==> config.mk <==
export PLATFORM = sky130hd
export DESIGN_NAME = kwdt_top
export DESIGN_NICKNAME = d
export VERILOG_FILES = /design/src/rtl/kwdt_pkg.sv /design/src/rtl/kwdt_key.sv /design/src/rtl/kwdt_clr.sv /design/src/rtl/kwdt_cnt.sv /design/src/rtl/kwdt_top.sv
export SDC_FILE = /design/constraint.sdc
export NUM_CORES = 1
export LEC_CHECK = 0
export BUFFER_PORTS_ARGS = -buffer_cell sky130_fd_sc_hd__clkbuf_2
export CAP_MARGIN = 0
export CORE_UTILIZATION = 50
export DETAILED_ROUTE_END_ITERATION = 10
export GPL_TIMING_DRIVEN = 0
export PLACE_DENSITY_LB_ADDON = 0.1
export SETUP_SLACK_MARGIN = 0.3
export SYNTH_ARGS = -nofsm -noshare
export SYNTH_HDL_FRONTEND = slang
export SYNTH_SLANG_ARGS = --single-unit
==> constraint.sdc <==
create_clock -name clk_i -period 1.6 [get_ports clk_i]
set_input_delay 0.32 -clock clk_i [delete_from_list [all_inputs] [get_ports clk_i]]
set_output_delay 0.32 -clock clk_i [all_outputs]
set_load 0.05 [all_outputs]
==> src/rtl/kwdt_pkg.sv <==
package kwdt_pkg;
  localparam logic [3:0] KEY_OFF = 4'b1010;

  typedef enum logic [1:0] {
    LAST_NONE,
    LAST_ONE,
    LAST_TWO
  } clr_last_e;
endpackage

==> src/rtl/kwdt_key.sv <==
module kwdt_key #(
  parameter int KEY_W = 4
) (
  input  logic             clk_i,
  input  logic             rst_ni,
  input  logic             cfg_dis_i,
  input  logic             we_i,
  input  logic [KEY_W-1:0] wdata_i,
  output logic             en_o
);
  import kwdt_pkg::*;

  logic [KEY_W-1:0] key_q;

  always_ff @(posedge clk_i or negedge rst_ni) begin
    if (!rst_ni)   key_q <= KEY_W'(KEY_OFF);
    else if (we_i) key_q <= wdata_i;
  end

  // both conditions must agree to switch off
  assign en_o = !(cfg_dis_i && (key_q == KEY_W'(KEY_OFF)));
endmodule

==> src/rtl/kwdt_clr.sv <==
module kwdt_clr (
  input  logic clk_i,
  input  logic rst_ni,
  input  logic en_i,
  input  logic dual_i,
  input  logic clr_i,
  input  logic clr1_i,
  input  logic clr2_i,
  input  logic halt_i,
  output logic clear_o
);
  import kwdt_pkg::*;

  clr_last_e last_q;
  logic      acc1, acc2;

  always_comb begin
    acc1 = en_i && dual_i && clr1_i && (last_q != LAST_ONE);
    acc2 = en_i && dual_i && clr2_i && !acc1 && (last_q != LAST_TWO);
  end

  assign clear_o = en_i && (halt_i || (!dual_i && clr_i) || acc1 || acc2);

  always_ff @(posedge clk_i or negedge rst_ni) begin
    if (!rst_ni)   last_q <= LAST_NONE;
    else if (acc1) last_q <= LAST_ONE;
    else if (acc2) last_q <= LAST_TWO;
  end
endmodule

==> src/rtl/kwdt_cnt.sv <==
module kwdt_cnt #(
  parameter int CNT_W   = 15,
  parameter int MIN_EXP = 8,
  parameter int SEL_W   = 3
) (
  input  logic             clk_i,
  input  logic             rst_ni,
  input  logic             en_i,
  input  logic             clear_i,
  input  logic [SEL_W-1:0] sel_i,
  output logic [CNT_W-1:0] cnt_o,
  output logic             wrap_o
);
  localparam int STEPS = 1 << SEL_W;

  logic [CNT_W-1:0] cnt_q;
  logic [CNT_W-1:0] term;

  always_comb begin
    term = '0;
    for (int i = 0; i < STEPS; i++) begin
      if (sel_i == SEL_W'(i)) term = CNT_W'((64'd1 << (MIN_EXP + i)) - 64'd1);
    end
  end

  assign wrap_o = en_i && !clear_i && (cnt_q == term);

  always_ff @(posedge clk_i or negedge rst_ni) begin
    if (!rst_ni)      cnt_q <= '0;
    else if (clear_i) cnt_q <= '0;
    else if (en_i)    cnt_q <= wrap_o ? '0 : cnt_q + 1'b1;
  end

  assign cnt_o = cnt_q;
endmodule

==> src/rtl/kwdt_top.sv <==
module kwdt_top #(
  parameter int CNT_W   = 15,
  parameter int MIN_EXP = 8,
  parameter int SEL_W   = 3,
  parameter int KEY_W   = 4
) (
  input  logic             clk_i,
  input  logic             rst_ni,
  input  logic             cfg_dis_i,
  input  logic             cfg_dual_i,
  input  logic             key_we_i,
  input  logic [KEY_W-1:0] key_wdata_i,
  input  logic [SEL_W-1:0] ratio_sel_i,
  input  logic             clr_i,
  input  logic             clr1_i,
  input  logic             clr2_i,
  input  logic             halt_i,
  input  logic             sleep_i,
  output logic             dev_rst_o,
  output logic             part_rst_o,
  output logic             to_flag_o
);
  logic             wdt_en;
  logic             clear;
  logic             wrap;
  logic [CNT_W-1:0] cnt_q;
  logic             dev_q, part_q, flag_q;

  kwdt_key #(.KEY_W(KEY_W)) u_key (
    .clk_i    (clk_i),
    .rst_ni   (rst_ni),
    .cfg_dis_i(cfg_dis_i),
    .we_i     (key_we_i),
    .wdata_i  (key_wdata_i),
    .en_o     (wdt_en)
  );

  kwdt_clr u_clr (
    .clk_i  (clk_i),
    .rst_ni (rst_ni),
    .en_i   (wdt_en),
    .dual_i (cfg_dual_i),
    .clr_i  (clr_i),
    .clr1_i (clr1_i),
    .clr2_i (clr2_i),
    .halt_i (halt_i),
    .clear_o(clear)
  );

  kwdt_cnt #(.CNT_W(CNT_W), .MIN_EXP(MIN_EXP), .SEL_W(SEL_W)) u_cnt (
    .clk_i  (clk_i),
    .rst_ni (rst_ni),
    .en_i   (wdt_en),
    .clear_i(clear),
    .sel_i  (ratio_sel_i),
    .cnt_o  (cnt_q),
    .wrap_o (wrap)
  );

  always_ff @(posedge clk_i or negedge rst_ni) begin
    if (!rst_ni) begin
      dev_q  <= 1'b0;
      part_q <= 1'b0;
      flag_q <= 1'b0;
    end else begin
      dev_q  <= wrap && !sleep_i;
      part_q <= wrap && sleep_i;
      if (wrap) flag_q <= 1'b1;
    end
  end

  assign dev_rst_o  = dev_q;
  assign part_rst_o = part_q;
  assign to_flag_o  = flag_q;
endmodule

Yosys cells after proc, flatten, opt, wreduce, memory -nomap -nowiden

Cells that the tools add are included.

Bits in latches: 0
Memories: 0
Word-level logic and storage cells: 55
Bits in read-only memories: 0
Output and inout bits: 3
Register bits: 24
Input bits: 17
Bits in writable memories: 0

Multiplexer cells: 13
$add $sub $neg: 1
Magnitude comparators: 0
Bitwise gates (word level): 0
Div/mod/pow operators: 0
Multipliers: 0
Reductions and logical operators: 23
Shift-type cells: 0
Equality and inequality tests: 12

Operators by type and width:

| kind                                                | number |
|---|---|
| 2-to-1 mux 15 bit                                   | 10 |
| adder 15 x 1 -> 15 bit, second input constant       | 1 |
| equality test 15 bit                                | 1 |
| logical AND 1 bit                                   | 13 |
| equality test 3 bit, second input constant          | 4 |
| 2-to-1 mux 8 bit                                    | 1 |
| equality test 3 x 2 -> 1 bit, second input constant | 2 |
| zero test 1 bit                                     | 5 |
| equality test 4 bit, second input constant          | 1 |
| 2-to-1 mux 2 bit                                    | 2 |
| != test 2 x 1 -> 1 bit, second input constant       | 2 |
| equality test 3 x 1 -> 1 bit, second input constant | 1 |
| zero test 3 bit                                     | 1 |
| logical OR 1 bit                                    | 3 |
| != test 2 bit, second input constant                | 1 |
| nonzero test 2 bit                                  | 1 |

Depth between registers and ports, before layout

Gate-level depths: netlist of run 1.

Word-level depth: 17
Depth in mapped cells: 8
Mapped depth without buffers: 6

By module

From an unflattened synthesis of run 1, not the netlist that was laid out.

Cell total of the unflattened synthesis: 162
Area, all modules: 1,498.9 um^2

By module, submodules not included:

| module   | seq. area each (um^2) | area an instance (um^2) | instances | cells each |
|---|---|---|---|---|
| kwdt_cnt | 375.4                 | 1,122.3                 | 1         | 132 |
| kwdt_key | 102.6                 | 161.4                   | 1         | 10 |
| kwdt_clr | 50.0                  | 121.4                   | 1         | 14 |
| kwdt_top | 75.1                  | 93.8                    | 1         | 6 |

Worst setup path before layout of run 1

Ideal clock, no wire load.

Path type: reg-to-reg
From: register u_clr.last_q[0]
To: register u_cnt.cnt_q[5] (netlist: u_cnt.cnt_o[5])
Path slack: -136 ps
Stages on the path, launching flop included: 8
Arrival time: 1,667 ps
Period minus slack after synthesis: 1,736 ps
Data required time: 1,531 ps
Setup time: 69 ps
Buffers on the path: 1
Cell sequence: dfrtp_1 > nand2b_1 > a31o_1 > a2111oi_4 > o21ai_2 > buf_6 > or3_1 > nand3_1

Cells in the longest elaborated chain, start to end: 13
Elaborated cells between the ends (all ways): 16
Those cells by class: 3 x eq/ne; 3 x mux; 10 x reduce/logical

Ends and longest elaborated chain:

| item                           | line           | source |
|---|---|---|
| start: declaration             | kwdt_clr.sv:14 | `clr_last_e last_q;` |
| start signal: assignment       | kwdt_clr.sv:25 | `if (!rst_ni) last_q <= LAST_NONE;` |
| start signal: assignment       | kwdt_clr.sv:26 | `else if (acc1) last_q <= LAST_ONE;` |
| start signal: assignment       | kwdt_clr.sv:27 | `else if (acc2) last_q <= LAST_TWO;` |
| != test 2 x 1 -> 1 bit         | kwdt_clr.sv:18 | `acc1 = en_i && dual_i && clr1_i && (last_q != LAST_ONE);` |
| logical AND 1 bit              | kwdt_clr.sv:18 |  |
| zero test 1 bit                | kwdt_clr.sv:19 | `acc2 = en_i && dual_i && clr2_i && !acc1 && (last_q != LAST_TWO);` |
| logical AND 1 bit (2 in a row) | kwdt_clr.sv:19 |  |
| logical OR 1 bit *             | kwdt_clr.sv:22 | `assign clear_o = en_i && (halt_i \|\| (!dual_i && clr_i) \|\| acc1 \|\| acc2);` |
| logical AND 1 bit *            | kwdt_clr.sv:22 |  |
| zero test 1 bit                | kwdt_cnt.sv:26 | `assign wrap_o = en_i && !clear_i && (cnt_q == term);` |
| logical AND 1 bit (2 in a row) | kwdt_cnt.sv:26 |  |
| 2-to-1 mux 15 bit (2 in a row) | kwdt_cnt.sv:31 | `else if (en_i) cnt_q <= wrap_o ? '0 : cnt_q + 1'b1;` |
| 2-to-1 mux 15 bit              | kwdt_cnt.sv:30 | `else if (clear_i) cnt_q <= '0;` |
| end signal: assignment         | kwdt_cnt.sv:31 |  |
| end: declaration               | kwdt_cnt.sv:16 | `logic [CNT_W-1:0] cnt_q;` |

Every way passes the cells marked *; elsewhere a longest branch is shown, timed or not. The select of a mux whose other input is x is not followed.
A chain may end at the register's enable or synchronous reset.

Worst setup path in the final report of run 1

From: register u_clr.last_q[0]
To: register u_cnt.cnt_q[13] (netlist: u_cnt.cnt_o[13])

Same word-level chain as after synthesis.

==> results of run 1 <==
cells by family after synthesis:
family,after synthesis
and+or+nand+nor,61
AOI/OAI and AO/OA,34
DFF,24
buffers and inverters,11
xor gates and xnor gates,5
muxes,4
adders and majority gates,2
power by group through the flow:
| stage | registers (mW) | clock network [mW] | logic, mW |
|---|---|---|---|
| after global placement | 0.664 | 0 | 0.160 |
| after floorplan | 0.661 | 0 | 0.107 |
| after CTS | 0.658 | 0.292 | 0.212 |
| final | 0.660 | 0.286 | 0.296 |
| after detailed placement | 0.667 | 0 | 0.167 |
| after global routing | 0.664 | 0.316 | 0.313 |
path summary, 6_finish.rpt:
| check | slack [ps] | cells past startpoint | end |
|---|---|---|---|
| setup / recovery | -290 | 8 | u_cnt.cnt_o[13] |
| hold / removal | 140 | 2 | dev_rst_o |
| setup reg to reg | -290 | 8 | u_cnt.cnt_o[13] |
| hold reg to reg | 480 | 1 | to_flag_o |
| max in group asynchronous | 640 | 2 | u_cnt.cnt_o[2] |
| min in group asynchronous | 510 | 2 | part_rst_o |
synthesized netlist by cell type, drive strengths merged (4+ instances only):
master | count | share of area, %
o21ai | 11 | 4.4
mux2 | 4 | 3.4
xnor2 | 4 | 2.6
inv | 6 | 1.7
nor2 | 5 | 1.4
nand2 | 16 | 4.5
a21oi | 6 | 2.3
or3 | 8 | 3.9
and3 | 4 | 2.0
nor3 | 4 | 1.5
nand3 | 14 | 5.3
dfrtp | 22 | 41
worst max-delay path, delay by kind of cell, from the launching register on:
kind | cells | cell delay, ps
simple gates | 3 | 540
flops | 1 | 430
compound gates | 3 | 520
buf+inv | 2 | 330
area by class of cell:
type	count	area, sq um	area share, %
timing repair buffer	36	264.0	14.09
tap	30	37.54	2.003
inverter	6	22.52	1.202
multi-input combinational	106	859.6	45.86
clock buffer	4	26.28	1.402
buffer	5	53.80	2.870
sequential	24	610.6	32.58
metal layers:
metal,global-route usage (%),share of wire [%],up-vias
met5,0,0,-
met4,9.211,2.3,0
met3,3.390,3.6,8
met2,41.25,52,38
met1,28.37,42,620
li1,-,-,593
sequential cells by signal (all words and copies together) (netlist names):
register / count
dev_rst_o: 1
u_key.key_q: 4
part_rst_o: 1
u_cnt.cnt_o: 15
to_flag_o: 1
u_clr.last_q: 2
timing repair:
action | 4_1_cts | 5_1_grt
cloned | 0 | 1
pin swaps | 9 | 15
hold buffers | 1 | 0
buffers inserted | 7 | 9
endpoints found under the hold margin | 11 | 0
resized for setup | 13 | 39
endpoints found under the setup margin | 20 | 22
per-stage QoR:
stage	power [mW]	setup slack (ps)	cell area, sq um
floorplan	0.7683	-132.3	1398
global placement	0.8239	-298.8	1525
detailed placement	0.8338	-341.1	1525
CTS	1.162	-328.8	1660
global route	1.293	-350.5	1874
finish	1.241	-293.5	1874
placed cells by master, fill, tap and decap left out, types with 3 or more instances in the layout:
cell type | Yosys | layout
buf_4 | 0 | 8
clkbuf_2 | 0 | 17
xnor2_1 | 4 | 4
dfrtp_1 | 22 | 16
nand2_1 | 16 | 13
clkbuf_4 | 0 | 4
dfrtp_2 | 0 | 6
mux2_2 | 4 | 4
inv_1 | 6 | 5
and3_1 | 3 | 3
or3_1 | 6 | 5
buf_6 | 1 | 12
a21oi_1 | 6 | 6
nand3_1 | 14 | 12
o21ai_2 | 1 | 6
nor2_1 | 5 | 5
==> results.sh, run 1 <==
export IMPL_yosysUniqueCellTypes=43
export IMPL_cts_buffers_inserted=3
export IMPL_simple_logic_cell_fraction_of_the_synthesized_area_pct=23.66
export IMPL_worst_skew_pair_late_latency_ps=330
export IMPL_worstSetupStartpointType="flop"
export IMPL_power_report_internal_total_mw=0.8905
export IMPL_finalCritPeriodShare_pct=118.3
export IMPL_ys_flop_type="dfrtp_1"
export IMPL_slew_violations=0
export IMPL_synth_xor_area_share_pct=3.286
export IMPL_critical_path_class="flop to flop"
export IMPL_grt_usage_pct=23.36
export IMPL_cp_cell_sequence="nand2b_4, a31o_1, a2111oi_4, buf_4, o21ai_4, buf_6, or3_1, nand3_1"
export IMPL_antenna_found_initial=0
export IMPL_die_area_sq_um=2876
export IMPL_boundaryPins=20
export IMPL_min_delay_path_class="primary input to flop"
export IMPL_synthToLayoutAreaGrowth_pct=40.66
export IMPL_dieHeight_um=53.63
export IMPL_yosysWarnings=0
export IMPL_hold_path_startpoint="sleep_i"
export IMPL_grt_setup_unrepaired="yes"
export IMPL_number_of_placed_cells_counting_well_taps=189
export IMPL_pre_antenna_drt_iters=4
export IMPL_final_core_density_pct=74.98
export IMPL_routed_via_density=5.967
export IMPL_num_nets_final=201
export IMPL_synth_yosys_seq_area_share_pct=45.26
export IMPL_postSynthCellCount=141
export IMPL_maxcap_violations=0
export IMPL_worst_slew_pin_transition_ps=610.4
export IMPL_grt_pass1_wl_um=4705
export IMPL_critPathRequiredTime_ps=1850
export IMPL_postSynthRegisterBits=24
export IMPL_setup_worst_path_end_class="flop"
export IMPL_setup_worst_path_start="u_clr.last_q[0]"
export IMPL_cts_clk_slew_worst_paths_ps=140
export IMPL_cts_sinks=24
export IMPL_critical_path_peak_fanout=8
export IMPL_dominant_combinational_cell_family_by_area_after_synthesis="simple AND/OR/NAND/NOR gates"
export IMPL_cellPowerDensity_nw_per_um2=662.4
export IMPL_p_leak_nw=0.8342
export IMPL_crit_arrival_ps=2150
export IMPL_core_region_area_sq_um=2500
export IMPL_adder_and_majority_cell_fraction_of_the_synthesized_area_pct=1.878
export IMPL_start_util_pct=53.30
export IMPL_synth_edff_count=0
export IMPL_postSynthNetCount=160
export IMPL_pwr_share_comb_pct=23.8
export IMPL_slew_limit_headroom_pct=59.31
export IMPL_cts_h_tree_lvls=1
export IMPL_grt_max_degree=25
export IMPL_grt_ovfl_total=0
export IMPL_violations="negative setup slack"
export IMPL_total_switching_power_mw=0.3510
export IMPL_synth_async_sr_flop_share_pct=100.0
export IMPL_timing_final_hold_violations=0
export IMPL_wirelength_um=3319
export IMPL_grt_pass1_vias=1060
export IMPL_post_route_cells_drive_above_1_share_pct=49.17
export IMPL_post_layout_nonfiller_instances=211
export IMPL_detailedRoute_firstIterationViolations=26
export IMPL_finalWeightedCongestion=0.7993
export IMPL_fmax_mhz=528.1
export IMPL_floorplan_die_width_um=53.63
export IMPL_place_port_buffers=18
export IMPL_clk_root_buffer_cell="clkbuf_4"
export IMPL_route_vias_total=1259
export IMPL_yosys_mux_area_fraction_pct=3.380
export IMPL_critical_path_max_stage_delay_ps=430
export IMPL_critPathSlowestCell="dfrtp_1"
export IMPL_share_clk_of_total_power_pct=23.0
export IMPL_timing_final_setup_violations=15
export IMPL_route_detailed_wl_per_inst_um=15.73
export IMPL_min_period_ps=1894
export IMPL_tritoncts="built"
export IMPL_dp_final_hpwl_um=2002
export IMPL_syn_avg_cell_area_sq_um=9.451
export IMPL_ir_worst_vdd_v=0.0006524
export IMPL_timing_setup_tns_ps=-3364
export IMPL_antenna_diode_instance_count=0
export IMPL_drt_antenna_violating_nets=0
export IMPL_fillCellCount=165
export IMPL_switching_fraction_pct=28.27
export IMPL_reg2reg_from="u_clr.last_q[0]"
export IMPL_row_count=18
export IMPL_share_of_the_synthesized_area_in_compound_gates_ao_oa_aoi_oai_pct=18.69
export IMPL_seq_power_share_pct=53.2
export IMPL_run_status="finished, violations left"
export IMPL_postLayoutSetupSlackWorst_ps=-293.5
export IMPL_post_synth_instance_area_sq_um=1333
export IMPL_final_hold_worst_slack_ps=139.2
export IMPL_detail_route_drc_violations=0
export IMPL_clock_path_buffers=2
export IMPL_clock_skew_ps=15.66
No activity file was read; power rests on OpenSTA's default activity.
==> run 2: changes to the inputs <==
--- a/config.mk
+++ b/config.mk
@@ -5,7 +5,7 @@
 export SDC_FILE = /design/constraint.sdc
 export NUM_CORES = 1
 export LEC_CHECK = 0
-export BUFFER_PORTS_ARGS = -buffer_cell sky130_fd_sc_hd__clkbuf_2
+export BUFFER_PORTS_ARGS = -buffer_cell sky130_fd_sc_hd__buf_2
 export CAP_MARGIN = 0
 export CORE_UTILIZATION = 50
 export DETAILED_ROUTE_END_ITERATION = 10
==> constraint.sdc (replaced) <==
create_clock -name clk_i -period 1.6 [get_ports clk_i]
set_input_delay 0.32 -clock clk_i [delete_from_list [all_inputs] [get_ports clk_i]]
set_output_delay 0.32 -clock clk_i [all_outputs]
set_load 0.005 [all_outputs]
==> results.sh, run 2 (synthesized netlist as in run 1, its figures left out) <==
export IMPL_pre_antenna_drt_iters=4
export IMPL_fmax_mhz=528.7
export IMPL_worst_slew_pin_transition_ps=550.3
export IMPL_slew_violations=0
export IMPL_start_util_pct=53.30
export IMPL_p_leak_nw=0.8535
export IMPL_number_of_placed_cells_counting_well_taps=189
export IMPL_min_delay_path_class="primary input to flop"
export IMPL_timing_final_hold_violations=0
export IMPL_maxcap_violations=0
export IMPL_layout_cells_most_common_list="18 x dfrtp_1, 18 x buf_2, 18 x buf_4, 14 x nand2_1, 12 x nand3_1"
export IMPL_grt_max_degree=25
export IMPL_final_core_density_pct=77.43
export IMPL_violations="negative setup slack"
export IMPL_worst_skew_pair_late_latency_ps=310
export IMPL_routed_via_density=5.792
export IMPL_met3WireLength_um=103
export IMPL_grt_pass1_vias=1125
export IMPL_dp_final_hpwl_um=1972
export IMPL_place_port_buffers=18
export IMPL_tritoncts="built"
export IMPL_cts_buffers_inserted=3
export IMPL_finalCritPeriodShare_pct=118.2
export IMPL_worstSetupStartpointType="flop"
export IMPL_run_status="finished, violations left"
export IMPL_route_vias_total=1251
export IMPL_dpl_ws_ps=-338.7
export IMPL_floorplan_die_width_um=53.63
export IMPL_cts_clk_slew_worst_paths_ps=130
export IMPL_ir_worst_vdd_v=0.0006959
export IMPL_post_route_cells_drive_above_1_share_pct=51.08
export IMPL_die_area_sq_um=2876
export IMPL_reg2reg_slack_ps=-290
export IMPL_wirelength_um=3252
export IMPL_postLayoutSetupSlackWorst_ps=-291.4
export IMPL_boundaryPins=20
export IMPL_slew_limit_headroom_pct=63.31
export IMPL_route_detailed_wl_per_inst_um=15.06
export IMPL_critPathRequiredTime_ps=1850
export IMPL_setup_worst_path_end_class="flop"
export IMPL_detail_route_drc_violations=0
export IMPL_grt_usage_pct=22.81
export IMPL_report_power_total_mw=1.364
export IMPL_grt_setup_unrepaired="yes"
export IMPL_flip_flop_count_of_the_largest_register_all_copies_and_words_added=15
export IMPL_crit_path_end="u_cnt.cnt_o[13]"
export IMPL_core_region_area_sq_um=2500
export IMPL_cts_h_tree_lvls=1
export IMPL_antenna_diode_instance_count=0
export IMPL_cellPowerDensity_nw_per_um2=704.8
export IMPL_min_delay_path_depth=2
export IMPL_finalWeightedCongestion=0.8018
export IMPL_wl_met2_um=1599
export IMPL_min_period_ps=1891
export IMPL_num_nets_final=206
export IMPL_crit_arrival_ps=2140
export IMPL_fillCellCount=156
export IMPL_critical_path_peak_fanout=6
export IMPL_ff2ff_path_depth=8
export IMPL_grt_pass1_wl_um=4698
export IMPL_setup_worst_path_start="u_clr.last_q[0]"
export IMPL_drt_antenna_violating_nets=0
export IMPL_reg2reg_from="u_clr.last_q[0]"
export IMPL_clk_root_buffer_cell="clkbuf_4"
export IMPL_synthToLayoutAreaGrowth_pct=45.26
export IMPL_wirelength_met1_um=1525
export IMPL_timing_setup_tns_ps=-3192
export IMPL_dieHeight_um=53.63
export IMPL_antenna_found_initial=0
export IMPL_clock_skew_ps=3.411
export IMPL_post_layout_nonfiller_instances=216
export IMPL_highest_routed_metal_layer="met4"
export IMPL_clock_path_buffers=2
export IMPL_grt_ovfl_total=0
export IMPL_critical_path_class="flop to flop"
export IMPL_row_count=18
export IMPL_detailedRoute_firstIterationViolations=29
export IMPL_cts_sinks=24
export IMPL_timing_final_setup_violations=15
export IMPL_regToRegEndpoint="u_cnt.cnt_o[13]"
[run 2: cell types whose count changed in the layout (fill, tap and decap cells not counted), sizes merged]
cell / delta
buf: +22
clkbuf: -18
bufinv: +1
[run 2: layout make-up]
class / instances / area [sq um] / share of cell area [%]
repair buffers: 41 / 280.3 / 14.48
plain buffers: 5 / 52.55 / 2.715
clock buffers: 3 / 22.52 / 1.164
flip-flops and latches: 24 / 608.1 / 31.42
multi-input cells: 106 / 882.1 / 45.57
inverters: 6 / 22.52 / 1.164
clock inverters: 1 / 30.03 / 1.551
well taps: 30 / 37.54 / 1.939
[run 2: critical path, cell delays in order (launching register included)]
cell and delay (ps):
dfrtp_1 430, nand2b_4 150, a31o_4 240, a2111oi_4 200
buf_4 190, o21ai_4 90, buf_6 140, or3_1 300
nand3_1 80
[run 2: how the worst min path moves through the flow]
stage | startpoint | end | slack, ps
after floorplan | rst_ni | dev_rst_o | 20
after global placement | rst_ni | u_cnt.cnt_o[9] | 330
after detailed placement | rst_ni | u_cnt.cnt_o[9] | 340
after CTS | sleep_i | dev_rst_o | 150
after global routing | sleep_i | dev_rst_o | 150
final | sleep_i | dev_rst_o | 150
[run 2: per-layer routing]
layer | up-vias | global-route usage, %
li1 | 603 | -
met1 | 610 | 28.32
met2 | 34 | 38.13
met3 | 4 | 3.955
met4 | 0 | 10.96
met5 | - | 0
[run 2: report_power, final]
group | internal [mW] | switching [mW] | total [mW]
clock network | 0.253 | 0.183 | 0.437
logic | 0.138 | 0.129 | 0.267
registers | 0.636 | 0.0255 | 0.661
[run 2: timing repair]
action / CTS / global route
hold buffers: 1 / 0
gates cloned: 1 / 1
endpoints found under the setup margin: 20 / 20
buffers inserted: 9 / 11
pin swaps: 9 / 18
endpoints found under the hold margin: 22 / 0
resized for setup: 19 / 27
[run 2: stage by stage]
step                instance area, sq um  hold slack (ps)
finish                              1936            151.3
global route                        1936            146.6
CTS                                 1733            146.8
detailed placement                  1525            336.6
global placement                    1525            327.2
floorplan                           1398            24.41
